### config.mk
export PLATFORM = sky130hd
export DESIGN_NAME = mbx_dispatcher
export DESIGN_NICKNAME = d
export VERILOG_FILES = /design/src/rtl/mbx_pkg.sv /design/src/rtl/mbx_doorbell.sv /design/src/rtl/mbx_decode.sv /design/src/rtl/mbx_exec.sv /design/src/rtl/mbx_dispatcher.sv
export SDC_FILE = /design/constraint.sdc
export NUM_CORES = 1
export LEC_CHECK = 0
export CORE_ASPECT_RATIO = 1.4
export CORE_MARGIN = 1
export CORE_UTILIZATION = 51
export CTS_CLUSTER_SIZE = 24
export DETAILED_ROUTE_END_ITERATION = 16
export PLACE_DENSITY = 0.76
export SETUP_SLACK_MARGIN = 0.1
export SKIP_CTS_REPAIR_TIMING = 1
export SYNTH_ARGS = -nofsm -noshare
export SYNTH_HDL_FRONTEND = slang
export SYNTH_SLANG_ARGS = --single-unit
### constraint.sdc
create_clock -name clk -period 2.4 [get_ports clk]
set_input_delay 0.24 -clock clk [delete_from_list [all_inputs] [get_ports clk]]
set_output_delay 0.24 -clock clk [all_outputs]
set_load 0.02 [all_outputs]
### src/rtl/mbx_pkg.sv
`timescale 1ns/1ps
// mbx_pkg: shared types, return codes and the supported-command table.
// Assumes opcodes are {command set, command code}, 16 bits.
package mbx_pkg;

    typedef enum logic [1:0] {
        H_ZERO   = 2'd0,   // output zero-filled, fixed output length
        H_ECHO   = 2'd1,   // output length equals input length
        H_TS_GET = 2'd2,   // return stored timestamp
        H_TS_SET = 2'd3    // store timestamp from payload
    } hkind_e;

    localparam int          N_CMDS      = 6;
    localparam logic [15:0] EXP_ANY     = 16'hFFFF;

    localparam logic [15:0] RC_OK       = 16'h0000;
    localparam logic [15:0] RC_UNSUP    = 16'h0003;
    localparam logic [15:0] RC_INTERNAL = 16'h0004;
    localparam logic [15:0] RC_BADLEN   = 16'h0016;

    // Opcode of table entry i.
    function automatic logic [15:0] tab_opc(input int i);
        case (i)
            0: return 16'h0100;
            1: return 16'h0101;
            2: return 16'h0102;
            3: return 16'h0103;
            4: return 16'h0300;
            default: return 16'h0301;
        endcase
    endfunction

    // Expected input length of entry i (EXP_ANY accepts anything).
    function automatic logic [15:0] tab_exp(input int i);
        case (i)
            0: return 16'd1;
            1: return EXP_ANY;
            2: return 16'd0;
            3: return 16'd4;
            4: return 16'd0;
            default: return 16'd8;
        endcase
    endfunction

    // Handler kind of entry i.
    function automatic hkind_e tab_kind(input int i);
        case (i)
            0: return H_ZERO;
            1: return H_ECHO;
            2: return H_ZERO;
            3: return H_ECHO;
            4: return H_TS_GET;
            default: return H_TS_SET;
        endcase
    endfunction

    // Fixed output length of entry i (unused by echo handlers).
    function automatic logic [15:0] tab_olen(input int i);
        case (i)
            0: return 16'h0020;
            2: return 16'd4;
            4: return 16'd8;
            default: return 16'd0;
        endcase
    endfunction

endpackage

### src/rtl/mbx_doorbell.sv
`timescale 1ns/1ps
// mbx_doorbell: detects the rising edge of the ring request and sequences
// one command through decode, write-back and release. Assumes ring is
// synchronous to clk. Edges arriving while busy are consumed and dropped.
module mbx_doorbell (
    input  logic clk,
    input  logic rst_n,
    input  logic ring,
    output logic doorbell,
    output logic st_dec,
    output logic st_wb
);
    typedef enum logic [1:0] {S_IDLE, S_DEC, S_WB, S_DONE} state_e;

    state_e state_q;
    logic   ring_q;
    logic   ring_rise;

    assign ring_rise = ring && !ring_q;

    // Remember the previous ring level for edge detection.
    always_ff @(posedge clk) begin
        if (!rst_n) ring_q <= 1'b0;
        else        ring_q <= ring;
    end

    // Single-outstanding command sequencer.
    always_ff @(posedge clk) begin
        if (!rst_n) begin
            state_q <= S_IDLE;
        end else begin
            case (state_q)
                S_IDLE:  if (ring_rise) state_q <= S_DEC;
                S_DEC:   state_q <= S_WB;
                S_WB:    state_q <= S_DONE;
                default: state_q <= S_IDLE;
            endcase
        end
    end

    assign doorbell = (state_q != S_IDLE);
    assign st_dec   = (state_q == S_DEC);
    assign st_wb    = (state_q == S_WB);
endmodule

### src/rtl/mbx_decode.sv
`timescale 1ns/1ps
// mbx_decode: looks the opcode up in the command table and checks the
// supplied input length against the entry's expectation. Purely
// combinational; assumes table opcodes are unique.
module mbx_decode
    import mbx_pkg::*;
#(
    parameter int LEN_W = 16
) (
    input  logic [15:0]      opcode,
    input  logic [LEN_W-1:0] in_len,
    output logic             hit,
    output logic             len_ok,
    output hkind_e           kind,
    output logic [LEN_W-1:0] fixed_olen
);
    logic [N_CMDS-1:0] match;
    logic [15:0]       exp_len;

    // One comparator per table entry.
    for (genvar g = 0; g < N_CMDS; g++) begin : g_match
        assign match[g] = (opcode == tab_opc(g));
    end

    // Select the matching entry's attributes.
    always_comb begin
        hit        = 1'b0;
        kind       = H_ZERO;
        exp_len    = 16'd0;
        fixed_olen = '0;
        for (int i = 0; i < N_CMDS; i++) begin
            if (match[i]) begin
                hit        = 1'b1;
                kind       = tab_kind(i);
                exp_len    = tab_exp(i);
                fixed_olen = LEN_W'(tab_olen(i));
            end
        end
    end

    // Length check: all-ones expectation accepts any length.
    assign len_ok = (exp_len == EXP_ANY) || (LEN_W'(exp_len) == in_len);
endmodule

### src/rtl/mbx_exec.sv
`timescale 1ns/1ps
// mbx_exec: produces the handler result (return code, clamped output
// length, payload and timestamp write enables) from the decode outcome.
// Combinational; side effects are enabled only for a successful result.
module mbx_exec
    import mbx_pkg::*;
#(
    parameter int LEN_W         = 16,
    parameter int DATA_W        = 64,
    parameter int PAYLOAD_BYTES = 256
) (
    input  logic              hit,
    input  logic              len_ok,
    input  hkind_e            kind,
    input  logic [LEN_W-1:0]  fixed_olen,
    input  logic [LEN_W-1:0]  in_len,
    input  logic [DATA_W-1:0] ts_val,
    output logic [15:0]       rc,
    output logic [LEN_W-1:0]  out_len,
    output logic              pay_we,
    output logic [DATA_W-1:0] pay_val,
    output logic              ts_we
);
    localparam logic [LEN_W-1:0] MAX_LEN = LEN_W'(PAYLOAD_BYTES);

    logic [LEN_W-1:0] raw_len;
    logic             want_pay;
    logic             want_ts;

    // Handler body: raw output length and requested side effects.
    always_comb begin
        raw_len  = '0;
        want_pay = 1'b0;
        want_ts  = 1'b0;
        pay_val  = '0;
        case (kind)
            H_ZERO:   begin raw_len = fixed_olen; want_pay = 1'b1; end
            H_ECHO:   raw_len = in_len;
            H_TS_GET: begin raw_len = fixed_olen; want_pay = 1'b1; pay_val = ts_val; end
            default:  want_ts = 1'b1;
        endcase
    end

    // Return code, clamping, and gating of side effects.
    always_comb begin
        rc      = RC_OK;
        out_len = raw_len;
        pay_we  = 1'b0;
        ts_we   = 1'b0;
        if (!hit) begin
            rc      = RC_UNSUP;
            out_len = '0;
        end else if (!len_ok) begin
            rc      = RC_BADLEN;
            out_len = '0;
        end else if (raw_len > MAX_LEN) begin
            rc      = RC_INTERNAL;
            out_len = MAX_LEN;
        end else begin
            pay_we  = want_pay;
            ts_we   = want_ts;
        end
    end
endmodule

### src/rtl/mbx_dispatcher.sv
`timescale 1ns/1ps
// mbx_dispatcher: mailbox command engine top. Holds the command, status,
// payload and timestamp registers; decodes and executes one command per
// doorbell and writes the results back before releasing the doorbell.
// Assumes the host only writes the command word while doorbell is low.
module mbx_dispatcher
    import mbx_pkg::*;
#(
    parameter int LEN_W         = 16,
    parameter int DATA_W        = 64,
    parameter int PAYLOAD_BYTES = 256
) (
    input  logic                clk,
    input  logic                rst_n,
    input  logic                cmd_we,
    input  logic [LEN_W+15:0]   cmd_wdata,
    input  logic                ring,
    input  logic [DATA_W-1:0]   payload_in,
    output logic [LEN_W+15:0]   cmd_reg,
    output logic [15:0]         status_rc,
    output logic                doorbell,
    output logic [DATA_W-1:0]   payload_out
);
    localparam int CMD_W = LEN_W + 16;

    logic              st_dec, st_wb;
    logic [CMD_W-1:0]  cmd_q;
    logic [15:0]       status_q;
    logic [DATA_W-1:0] pay_q, ts_q;

    logic              hit, len_ok;
    hkind_e            kind;
    logic [LEN_W-1:0]  fixed_olen;
    logic [15:0]       rc;
    logic [LEN_W-1:0]  out_len;
    logic              pay_we, ts_we;
    logic [DATA_W-1:0] pay_val;

    logic [15:0]       res_rc_q;
    logic [LEN_W-1:0]  res_len_q;
    logic              res_pay_we_q;
    logic [DATA_W-1:0] res_pay_q;

    mbx_doorbell u_db (
        .clk      (clk),
        .rst_n    (rst_n),
        .ring     (ring),
        .doorbell (doorbell),
        .st_dec   (st_dec),
        .st_wb    (st_wb)
    );

    mbx_decode #(.LEN_W(LEN_W)) u_dec (
        .opcode     (cmd_q[15:0]),
        .in_len     (cmd_q[CMD_W-1:16]),
        .hit        (hit),
        .len_ok     (len_ok),
        .kind       (kind),
        .fixed_olen (fixed_olen)
    );

    mbx_exec #(
        .LEN_W         (LEN_W),
        .DATA_W        (DATA_W),
        .PAYLOAD_BYTES (PAYLOAD_BYTES)
    ) u_exec (
        .hit        (hit),
        .len_ok     (len_ok),
        .kind       (kind),
        .fixed_olen (fixed_olen),
        .in_len     (cmd_q[CMD_W-1:16]),
        .ts_val     (ts_q),
        .rc         (rc),
        .out_len    (out_len),
        .pay_we     (pay_we),
        .pay_val    (pay_val),
        .ts_we      (ts_we)
    );

    // Command word: host writes when idle, engine rewrites at write-back.
    always_ff @(posedge clk) begin
        if (!rst_n)                   cmd_q <= '0;
        else if (st_wb)               cmd_q <= {res_len_q, 16'h0000};
        else if (cmd_we && !doorbell) cmd_q <= cmd_wdata;
    end

    // Capture the handler result in the decode cycle.
    always_ff @(posedge clk) begin
        if (!rst_n) begin
            res_rc_q     <= '0;
            res_len_q    <= '0;
            res_pay_we_q <= 1'b0;
            res_pay_q    <= '0;
        end else if (st_dec) begin
            res_rc_q     <= rc;
            res_len_q    <= out_len;
            res_pay_we_q <= pay_we;
            res_pay_q    <= pay_val;
        end
    end

    // Timestamp store, written by a successful timestamp-set command.
    always_ff @(posedge clk) begin
        if (!rst_n)               ts_q <= '0;
        else if (st_dec && ts_we) ts_q <= payload_in;
    end

    // Status and output payload write-back.
    always_ff @(posedge clk) begin
        if (!rst_n) begin
            status_q <= '0;
            pay_q    <= '0;
        end else if (st_wb) begin
            status_q <= res_rc_q;
            if (res_pay_we_q) pay_q <= res_pay_q;
        end
    end

    assign cmd_reg     = cmd_q;
    assign status_rc   = status_q;
    assign payload_out = pay_q;
endmodule

# Yosys cells after proc, flatten, opt, wreduce, memory -nomap -nowiden
# Index checks and enable logic that the tools add are counted.
[word_totals]
register_bits = 276
in_bits = 100
output_inout_bits = 113
elab_cells = 83
[op_classes]
order_cmp = 1
eq_ne = 13
muxes = 43
bitwise = 1
n_reduce_logical = 14
[op_table]
columns = ["cell", "count"]
rows = [
  ["16-bit two-way mux", 10],
  ["16-bit by 9-bit == test with 1-bit output (second input constant)", 4],
  ["32-bit two-way mux", 2],
  ["64-bit two-way mux", 1],
  ["6-bit two-way mux", 6],
  ["16-bit by 10-bit == test with 1-bit output (second input constant)", 2],
  ["16-bit case mux with 2 select lines", 1],
  ["1-bit two-way mux", 18],
  ["16-bit == test", 1],
  ["16-bit == test (second input constant)", 1],
  ["16-bit by 9-bit greater-than comparator with 1-bit output (second input constant)", 1],
  ["2-bit two-way mux", 3],
  ["2-bit case mux with 3 select lines", 1],
  ["2-bit by 1-bit == test with 1-bit output (second input constant)", 2],
  ["2-bit == test (second input constant)", 2],
  ["2-bit zero test", 2],
  ["2-bit nonzero test", 2],
  ["2-bit OR reduction", 2],
  ["1-bit logical AND", 3],
  ["3-bit two-way mux", 1],
  ["3-bit OR reduction", 1],
  ["1-bit zero test", 2],
  ["2-bit by 1-bit inequality test with 1-bit output (second input constant)", 1],
  ["2-bit AND reduction", 1],
  ["2 further kinds", 2],
]

# Logic depth before layout (Yosys ltp)
# Gate-level depths: netlist of the first run.
[logic_depth]
depth_word = 14
depth_mapped = 10
depth_no_buf = 8

# Cells and area by module
# A second synthesis of the first run with hierarchy kept.
[unflattened]
hier_cells = 1289
hier_area_um2 = 11661.2
[by_module_without_submodules]
columns = ["mod", "instances", "cells_each", "area_per_inst_um2", "seq_area_each_um2"]
rows = [
  ["mbx_dispatcher", 1, 1081, 10244.8, 5465.2],
  ["mbx_exec", 1, 139, 909.6, 0.0],
  ["mbx_decode", 1, 51, 346.6, 0.0],
  ["mbx_doorbell", 1, 18, 160.2, 60.1],
]

# Worst setup path before layout of the first run
# Ideal clock, no wire load.
[synth_timing]
path_kind = "reg2reg"
startpoint = "register cmd_q[0], in the netlist cmd_reg[0]"
endpoint = "register res_len_q[0]"
setup_ns = 0.117
arrival_ns = 1.962
required_time_ns = 2.283
slack_ns = 0.321
stages_incl_launch_ff = 7
path_buffers = 0
period_less_slack_ns = 2.079
cell_sequence = "dfxtp_1 > nor4b_4 > nand3_2 > or4_4 > a31oi_4 > a2111oi_4 > a22o_1"
[synth_between]
elab_chain_len = 13
word_cells_on_any_way = 41
classes_between = "1 x order compare; 10 x eq/ne; 27 x mux; 3 x reduce/logical"
[synth_rtl]
columns = ["element", "line", "text"]
rows = [
  ["from (decl)", "mbx_dispatcher.sv:27", "logic [CMD_W-1:0] cmd_q;"],
  ["from (signal assigned)", "mbx_dispatcher.sv:83", "else if (st_wb) cmd_q <= {res_len_q, 16'h0000};"],
  ["from (signal assigned)", "mbx_dispatcher.sv:84", "else if (cmd_we && !doorbell) cmd_q <= cmd_wdata;"],
  ["16-bit by 9-bit == test with 1-bit output", "mbx_decode.sv:22", "assign match[g] = (opcode == tab_opc(g));"],
  ["1-bit two-way mux (3 in series)", "mbx_decode.sv:32", "if (match[i]) begin"],
  ["2-bit two-way mux (2 in series)", "mbx_decode.sv:32", ""],
  ["2-bit == test / 2-bit zero test (equally long branches)", "mbx_exec.sv:36", "case (kind)"],
  ["2-bit OR reduction (no line)", "-", ""],
  ["16-bit case mux with 2 select lines", "mbx_exec.sv:36", ""],
  ["16-bit by 9-bit greater-than comparator with 1-bit output", "mbx_exec.sv:56", "end else if (raw_len > MAX_LEN) begin"],
  ["16-bit two-way mux", "mbx_exec.sv:56", ""],
  ["16-bit two-way mux", "mbx_exec.sv:53", "end else if (!len_ok) begin"],
  ["16-bit two-way mux (*)", "mbx_exec.sv:50", "if (!hit) begin"],
  ["to (signal assigned)", "mbx_dispatcher.sv:96", "res_len_q <= out_len;"],
  ["to (decl)", "mbx_dispatcher.sv:40", "logic [LEN_W-1:0] res_len_q;"],
]
# Every way passes the cells marked *; elsewhere a longest branch is shown, timed or not.
# A chain may end at the register's enable or synchronous reset.

# Final worst setup path of the first run
[layout_timing]
startpoint = "register cmd_q[0], in the netlist cmd_reg[0]"
endpoint = "register ts_q[25]"
[layout_between]
elab_chain_len = 14
word_cells_on_any_way = 44
classes_between = "1 x order compare; 10 x eq/ne; 28 x mux; 5 x reduce/logical"
[layout_rtl]
columns = ["element", "line", "text"]
rows = [
  ["16-bit by 9-bit == test with 1-bit output", "mbx_decode.sv:22", ""],
  ["1-bit two-way mux (3 in series)", "mbx_decode.sv:32", ""],
  ["2-bit two-way mux (2 in series)", "mbx_decode.sv:32", ""],
  ["2-bit == test / 2-bit zero test (equally long branches)", "mbx_exec.sv:36", ""],
  ["2-bit OR reduction (no line)", "-", ""],
  ["16-bit case mux with 2 select lines", "mbx_exec.sv:36", ""],
  ["16-bit by 9-bit greater-than comparator with 1-bit output", "mbx_exec.sv:56", ""],
  ["1-bit two-way mux", "mbx_exec.sv:56", ""],
  ["1-bit two-way mux", "mbx_exec.sv:53", ""],
  ["1-bit two-way mux (*)", "mbx_exec.sv:50", ""],
  ["1-bit logical AND (*)", "mbx_dispatcher.sv:105", "else if (st_dec && ts_we) ts_q <= payload_in;"],
  ["to (signal assigned)", "mbx_dispatcher.sv:105", ""],
  ["to (decl)", "mbx_dispatcher.sv:29", "logic [DATA_W-1:0] pay_q, ts_q;"],
]
# Marked as above.

==> impl_metrics.env, run 1 <==
export IMPL_maxCapViolCount=0
export IMPL_drt_pass1_iterations=5
export IMPL_first_global_vias=8207
export IMPL_max_freq_mhz=437
export IMPL_multi_input_area_sq_um=4960
export IMPL_root_buffer="clkbuf_16"
export IMPL_seqCellArea_sq_um=5050
export IMPL_place_hpwl_um=15600
export IMPL_endpoint_kind="flip-flop"
export IMPL_cts_sinks=252
export IMPL_crit_type="reg2reg"
export IMPL_hp_class="in2reg"
export IMPL_grt_setup_unrepaired="true"
export IMPL_track_usage_pct=23.7
export IMPL_yosys_warnings=0
export IMPL_num_vias=8402
export IMPL_netlist_area_sq_um=10500
export IMPL_synth_edf_count=0
export IMPL_final_area_sq_um=13700
export IMPL_setup_viol=0
export IMPL_cts_tree="yes"
export IMPL_portBuffers=200
export IMPL_ys_flop_type="dfxtp_1"
export IMPL_fin_setup_tns_ns=0
export IMPL_cp_required_ns=2.84
export IMPL_routabilityCongestion=0.904
export IMPL_final_hold_violation_count=0
export IMPL_syn_inst=1168
export IMPL_drt_wirelength_per_cell_um=16.2
export IMPL_grt_max_degree=112
export IMPL_die_h_um=171
export IMPL_post_route_period_util_pct=95.5
export IMPL_vias_per_cell=5.17
export IMPL_finalPower_mw=10.9
export IMPL_die_x_um=123
export IMPL_die_area_sq_um=21100
export IMPL_crit_path_start_kind="flip-flop"
export IMPL_numCtsBuffers=25
export IMPL_core_rowCount=61
export IMPL_synth_cell_types=53
export IMPL_post_dp_cell_area_sq_um=12600
export IMPL_grt_pass1_wl_um=40000
export IMPL_antenna_left=0
export IMPL_drv_slew=0
export IMPL_ys_async_sr_fraction_pct=0
export IMPL_grt_overflow_total=0
export IMPL_tightest_slew_ns=1.20
export IMPL_first_iter_violations=527
export IMPL_clock_latency_ns=0.52
export IMPL_skew_ns=0.0162
export IMPL_start_util_pct=52.3
export IMPL_core_area_sq_um=20000
export IMPL_synth_seq_cells=252
export IMPL_synth_seq_area_share_pct=48.3
export IMPL_power_density_nw_per_um2=795
export IMPL_finalNetCount=1458
export IMPL_period_minus_slack_ns=2.29
export IMPL_drcViolationCount=0
export IMPL_p_leak_nw=4.69
export IMPL_worstPathArrival_ns=2.73
export IMPL_fillerInstances=1632
export IMPL_final_util_pct=68.5
export IMPL_postSynthAreaPerCell_sq_um=8.95
export IMPL_htree_levels=1
export IMPL_antenna_found_initial=0
export IMPL_ioPinCount=213
export IMPL_critical_path_peak_fanout=7
export IMPL_relSlewSlack_pct=19.6
export IMPL_insertedDiodeCount=0
export IMPL_ir_drop_uv=595
export IMPL_area_growth_pct=31.0
export IMPL_status="finished clean"
export IMPL_drive_gt1_share_pct=16.8
export IMPL_drt_wl_total_um=26300
export IMPL_clkTransAtPathRegs_ns=0.06
export IMPL_clock_path_buffers=3
## Yosys cell counts, types with 4 or more instances
| master | count | share of area, % |
|---|---|---|
| a21boi_2 | 60 | 6.5 |
| buf_2 | 8 | 0.38 |
| nor4_1 | 5 | 0.30 |
| buf_4 | 12 | 0.86 |
| nor2b_1 | 150 | 9.0 |
| nand2_1 | 276 | 9.9 |
| nor2_1 | 5 | 0.18 |
| or3_1 | 4 | 0.24 |
| nand2_2 | 60 | 3.6 |
| a22o_1 | 6 | 0.50 |
| buf_12 | 6 | 1.1 |
| o21ai_0 | 8 | 0.38 |
| a21boi_0 | 68 | 4.9 |
| buf_1 | 5 | 0.18 |
| dfxtp_1 | 252 | 48 |
| and2_1 | 10 | 0.60 |
| mux2i_1 | 5 | 0.48 |
| clkbuf_1 | 60 | 2.2 |
| inv_1 | 5 | 0.18 |
| a21oi_1 | 116 | 5.6 |
## layer usage
metal  routed length, um  vias up  track usage [%]
met5                   0        -                0
met4                 805        0             9.53
met3                1600       57             4.34
met2               12800      239             42.4
met1               11100     3935             27.4
li1                    -     4171                -
## cell type report
type | count | area share (%)
Clock buffer | 32 | 4.98
Clock inverter | 12 | 1.31
Multi-Input combinational cell | 830 | 36.3
Sequential cell | 252 | 36.9
Tap cell | 252 | 2.30
Timing Repair Buffer | 241 | 18.1
Inverter | 5 | 0.137
## cell usage in the layout (no fill, tap or decap), drive strengths merged, types with 8 or more instances in the layout
cell type and n:
a21boi 129, a21oi 116, and2 12, buf 38
clkbuf 36, clkdlybuf4s50 199, conb 12, dfxtp 252
nand2 336, nor2b 150, o21ai 8
## power by group
group | total, mW | switching [mW] | internal [mW]
sequential | 4.57 | 0.215 | 4.35
combinational | 2.23 | 1.32 | 0.910
clock | 4.09 | 1.65 | 2.45
total | 10.9 | 3.18 | 7.71
## through the flow
stage | std cells | hold WS, ns | worst slack, ns
after floorplan | 1179 | 0.362 | 0.321
after global placement | 1560 | 0.438 | 0.137
after detailed placement | 1560 | 0.442 | 0.105
after CTS | 1604 | 0.142 | 0.0917
after global routing | 1624 | 0.213 | -0.0207
final | 1624 | 0.153 | 0.109
## path summary, 6_finish.rpt
| check | endpoint | slack [ns] | cells past startpoint | startpoint |
|---|---|---|---|---|
| worst min-delay path | res_rc_q[4] | 0.15 | 3 | rst_n |
| worst min register to register | payload_out[3] | 0.45 | 2 | res_pay_q[3] |
| worst max register to register | ts_q[25] | 0.11 | 8 | cmd_reg[0] |
| worst max-delay path | ts_q[25] | 0.11 | 8 | cmd_reg[0] |
## kinds of logic (layout without fill, tap and decap cells)
group	Yosys count	count (layout)	synth area share, %
simple gates	538	538	26.4
compound gates	272	272	19.5
buf+inv	97	290	5.02
other cells	1	12	0.0359
mux	5	5	0.479
fa+ha+maj	3	3	0.359
flops	252	252	48.3
## worst max-delay path: stages (launching register included)
cell and delay, ns:
dfxtp_2 0.37, nor4_2 0.47, nand4_1 0.18, a32oi_2 0.33, o2111a_4 0.32, buf_4 0.17
buf_6 0.17, nand2_2 0.07, a21boi_2 0.13
No activity file was read; power rests on OpenSTA's default activity.
==> run 2, diff against run 1 <==
- CTS_CLUSTER_DIAMETER: unset -> 150
==> impl_metrics.env, run 2 (synthesis gave the netlist of run 1 again) <==
export IMPL_status="finished clean"
export IMPL_die_area_sq_um=21100
export IMPL_num_vias=8203
export IMPL_die_h_um=171
export IMPL_drcViolationCount=0
export IMPL_hp_class="in2reg"
export IMPL_ir_drop_uv=615
export IMPL_cts_sinks=252
export IMPL_ioPinCount=213
export IMPL_p_leak_nw=4.42
export IMPL_cts_tree="yes"
export IMPL_final_hold_violation_count=0
export IMPL_pre_cts_slack_ns=0.105
export IMPL_root_buffer="clkbuf_16"
export IMPL_worst_slack_ns=0.155
export IMPL_place_hpwl_um=15600
export IMPL_antenna_found_initial=0
export IMPL_start_util_pct=52.3
export IMPL_die_x_um=123
export IMPL_max_freq_mhz=445
export IMPL_crit_type="reg2reg"
export IMPL_cp_slowest_cell="and4b_4"
export IMPL_core_area_sq_um=20000
export IMPL_drt_wirelength_per_cell_um=15.9
export IMPL_crit_path_start_kind="flip-flop"
export IMPL_insertedDiodeCount=0
export IMPL_drt_wl_total_um=25200
export IMPL_grt_overflow_total=0
export IMPL_slowest_delay_ns=0.39
export IMPL_power_density_nw_per_um2=704
export IMPL_critPathTopFamily="simple AND/OR/NAND/NOR gates"
export IMPL_finalNetCount=1440
export IMPL_layout_cells_most_common_list="275 x nand2_1, 247 x dfxtp_1, 199 x clkdlybuf4s50_1"
export IMPL_antenna_left=0
export IMPL_htree_levels=1
export IMPL_clock_path_buffers=3
export IMPL_grt_max_degree=112
export IMPL_reg2reg_slack_ns=0.15
export IMPL_portBuffers=200
export IMPL_drive_gt1_share_pct=15.1
export IMPL_vias_per_cell=5.16
export IMPL_clock_latency_ns=0.49
export IMPL_grt_pass1_wl_um=38700
export IMPL_post_route_period_util_pct=93.6
export IMPL_relSlewSlack_pct=20.5
export IMPL_first_global_vias=7945
export IMPL_worstPathArrival_ns=2.67
export IMPL_maxCapViolCount=0
export IMPL_path_cells="nor4b_4 -> buf_4 -> nand4_1 -> and4b_4 -> o2111a_4 -> clkbuf_16 -> nand2_2 -> a21boi_2"
export IMPL_final_common_cell="nand2_1"
export IMPL_path_buf_inv=2
export IMPL_setup_viol=0
export IMPL_routabilityCongestion=0.904
export IMPL_skew_ns=0.0296
export IMPL_area_growth_pct=25.8
export IMPL_drt_pass1_iterations=6
export IMPL_drv_slew=0
export IMPL_fin_setup_tns_ns=0
export IMPL_cp_required_ns=2.82
export IMPL_grt_setup_unrepaired="true"
export IMPL_endpoint_kind="flip-flop"
export IMPL_period_minus_slack_ns=2.25
export IMPL_first_iter_violations=497
export IMPL_numCtsBuffers=14
export IMPL_track_usage_pct=22.8
export IMPL_core_rowCount=61
export IMPL_tightest_slew_ns=1.19
export IMPL_critical_path_peak_fanout=14
export IMPL_clkTransAtPathRegs_ns=0.10
[run 2: cell types whose count changed in the layout (fill, tap and decap cells not counted), sizes merged]
cell      before  now
clkbuf        36   18
buf           38   32
bufinv         4    0
clkinv         4    1
clkinvlp       3    0
inv            6    5
[run 2: per-layer routing]
layer	up-vias	share of wire [%]	track usage [%]	wire length, um
met5	-	0	0	0
li1	4125	-	-	-
met4	0	2.7	8.17	670
met1	3819	42	26.8	10500
met2	212	50	41.4	12500
met3	47	5.9	3.55	1490
[run 2: where the power goes]
part / switching (mW) / leakage [nW] / internal (mW)
Combinational: 1.30 / 2.20 / 0.919
Sequential: 0.217 / 2.04 / 4.35
Clock: 1.34 / 0.192 / 1.13
[run 2: area by class of cell]
| cell class | instances | area, sq um |
|---|---|---|
| Tap cell | 252 | 315 |
| Clock inverter | 1 | 16.3 |
| Fill cell | 1676 | 6850 |
| Inverter | 5 | 18.8 |
| Clock buffer | 15 | 375 |
| Multi-Input combinational cell | 830 | 4980 |
| Timing Repair Buffer | 234 | 2390 |
| Sequential cell | 252 | 5050 |
[run 2: tightest hold or removal path, stage by stage]
cell	delay, ns
buf_4	0.10
nand2_1	0.13
o21ai_0	0.17
[run 2: path summary, 6_finish.rpt]
path / depth (start not counted) / startpoint / to
worst min-delay path: 3 / rst_n / res_rc_q[4]
worst min register to register: 2 / res_pay_q[61] / payload_out[61]
worst max register to register: 8 / cmd_reg[10] / ts_q[17]
worst max-delay path: 8 / cmd_reg[10] / ts_q[17]
[run 2: stage by stage]
step	util (%)	instances	hold slack [ns]	power, mW	instance area [sq um]
final	65.7	1589	0.185	9.26	13100
after global routing	65.7	1589	0.227	9.67	13100
after CTS	64.7	1576	0.165	9.25	12900
after detailed placement	62.8	1560	0.442	6.80	12600
after global placement	62.8	1560	0.438	6.77	12600
after floorplan	-	1179	0.362	5.92	10500
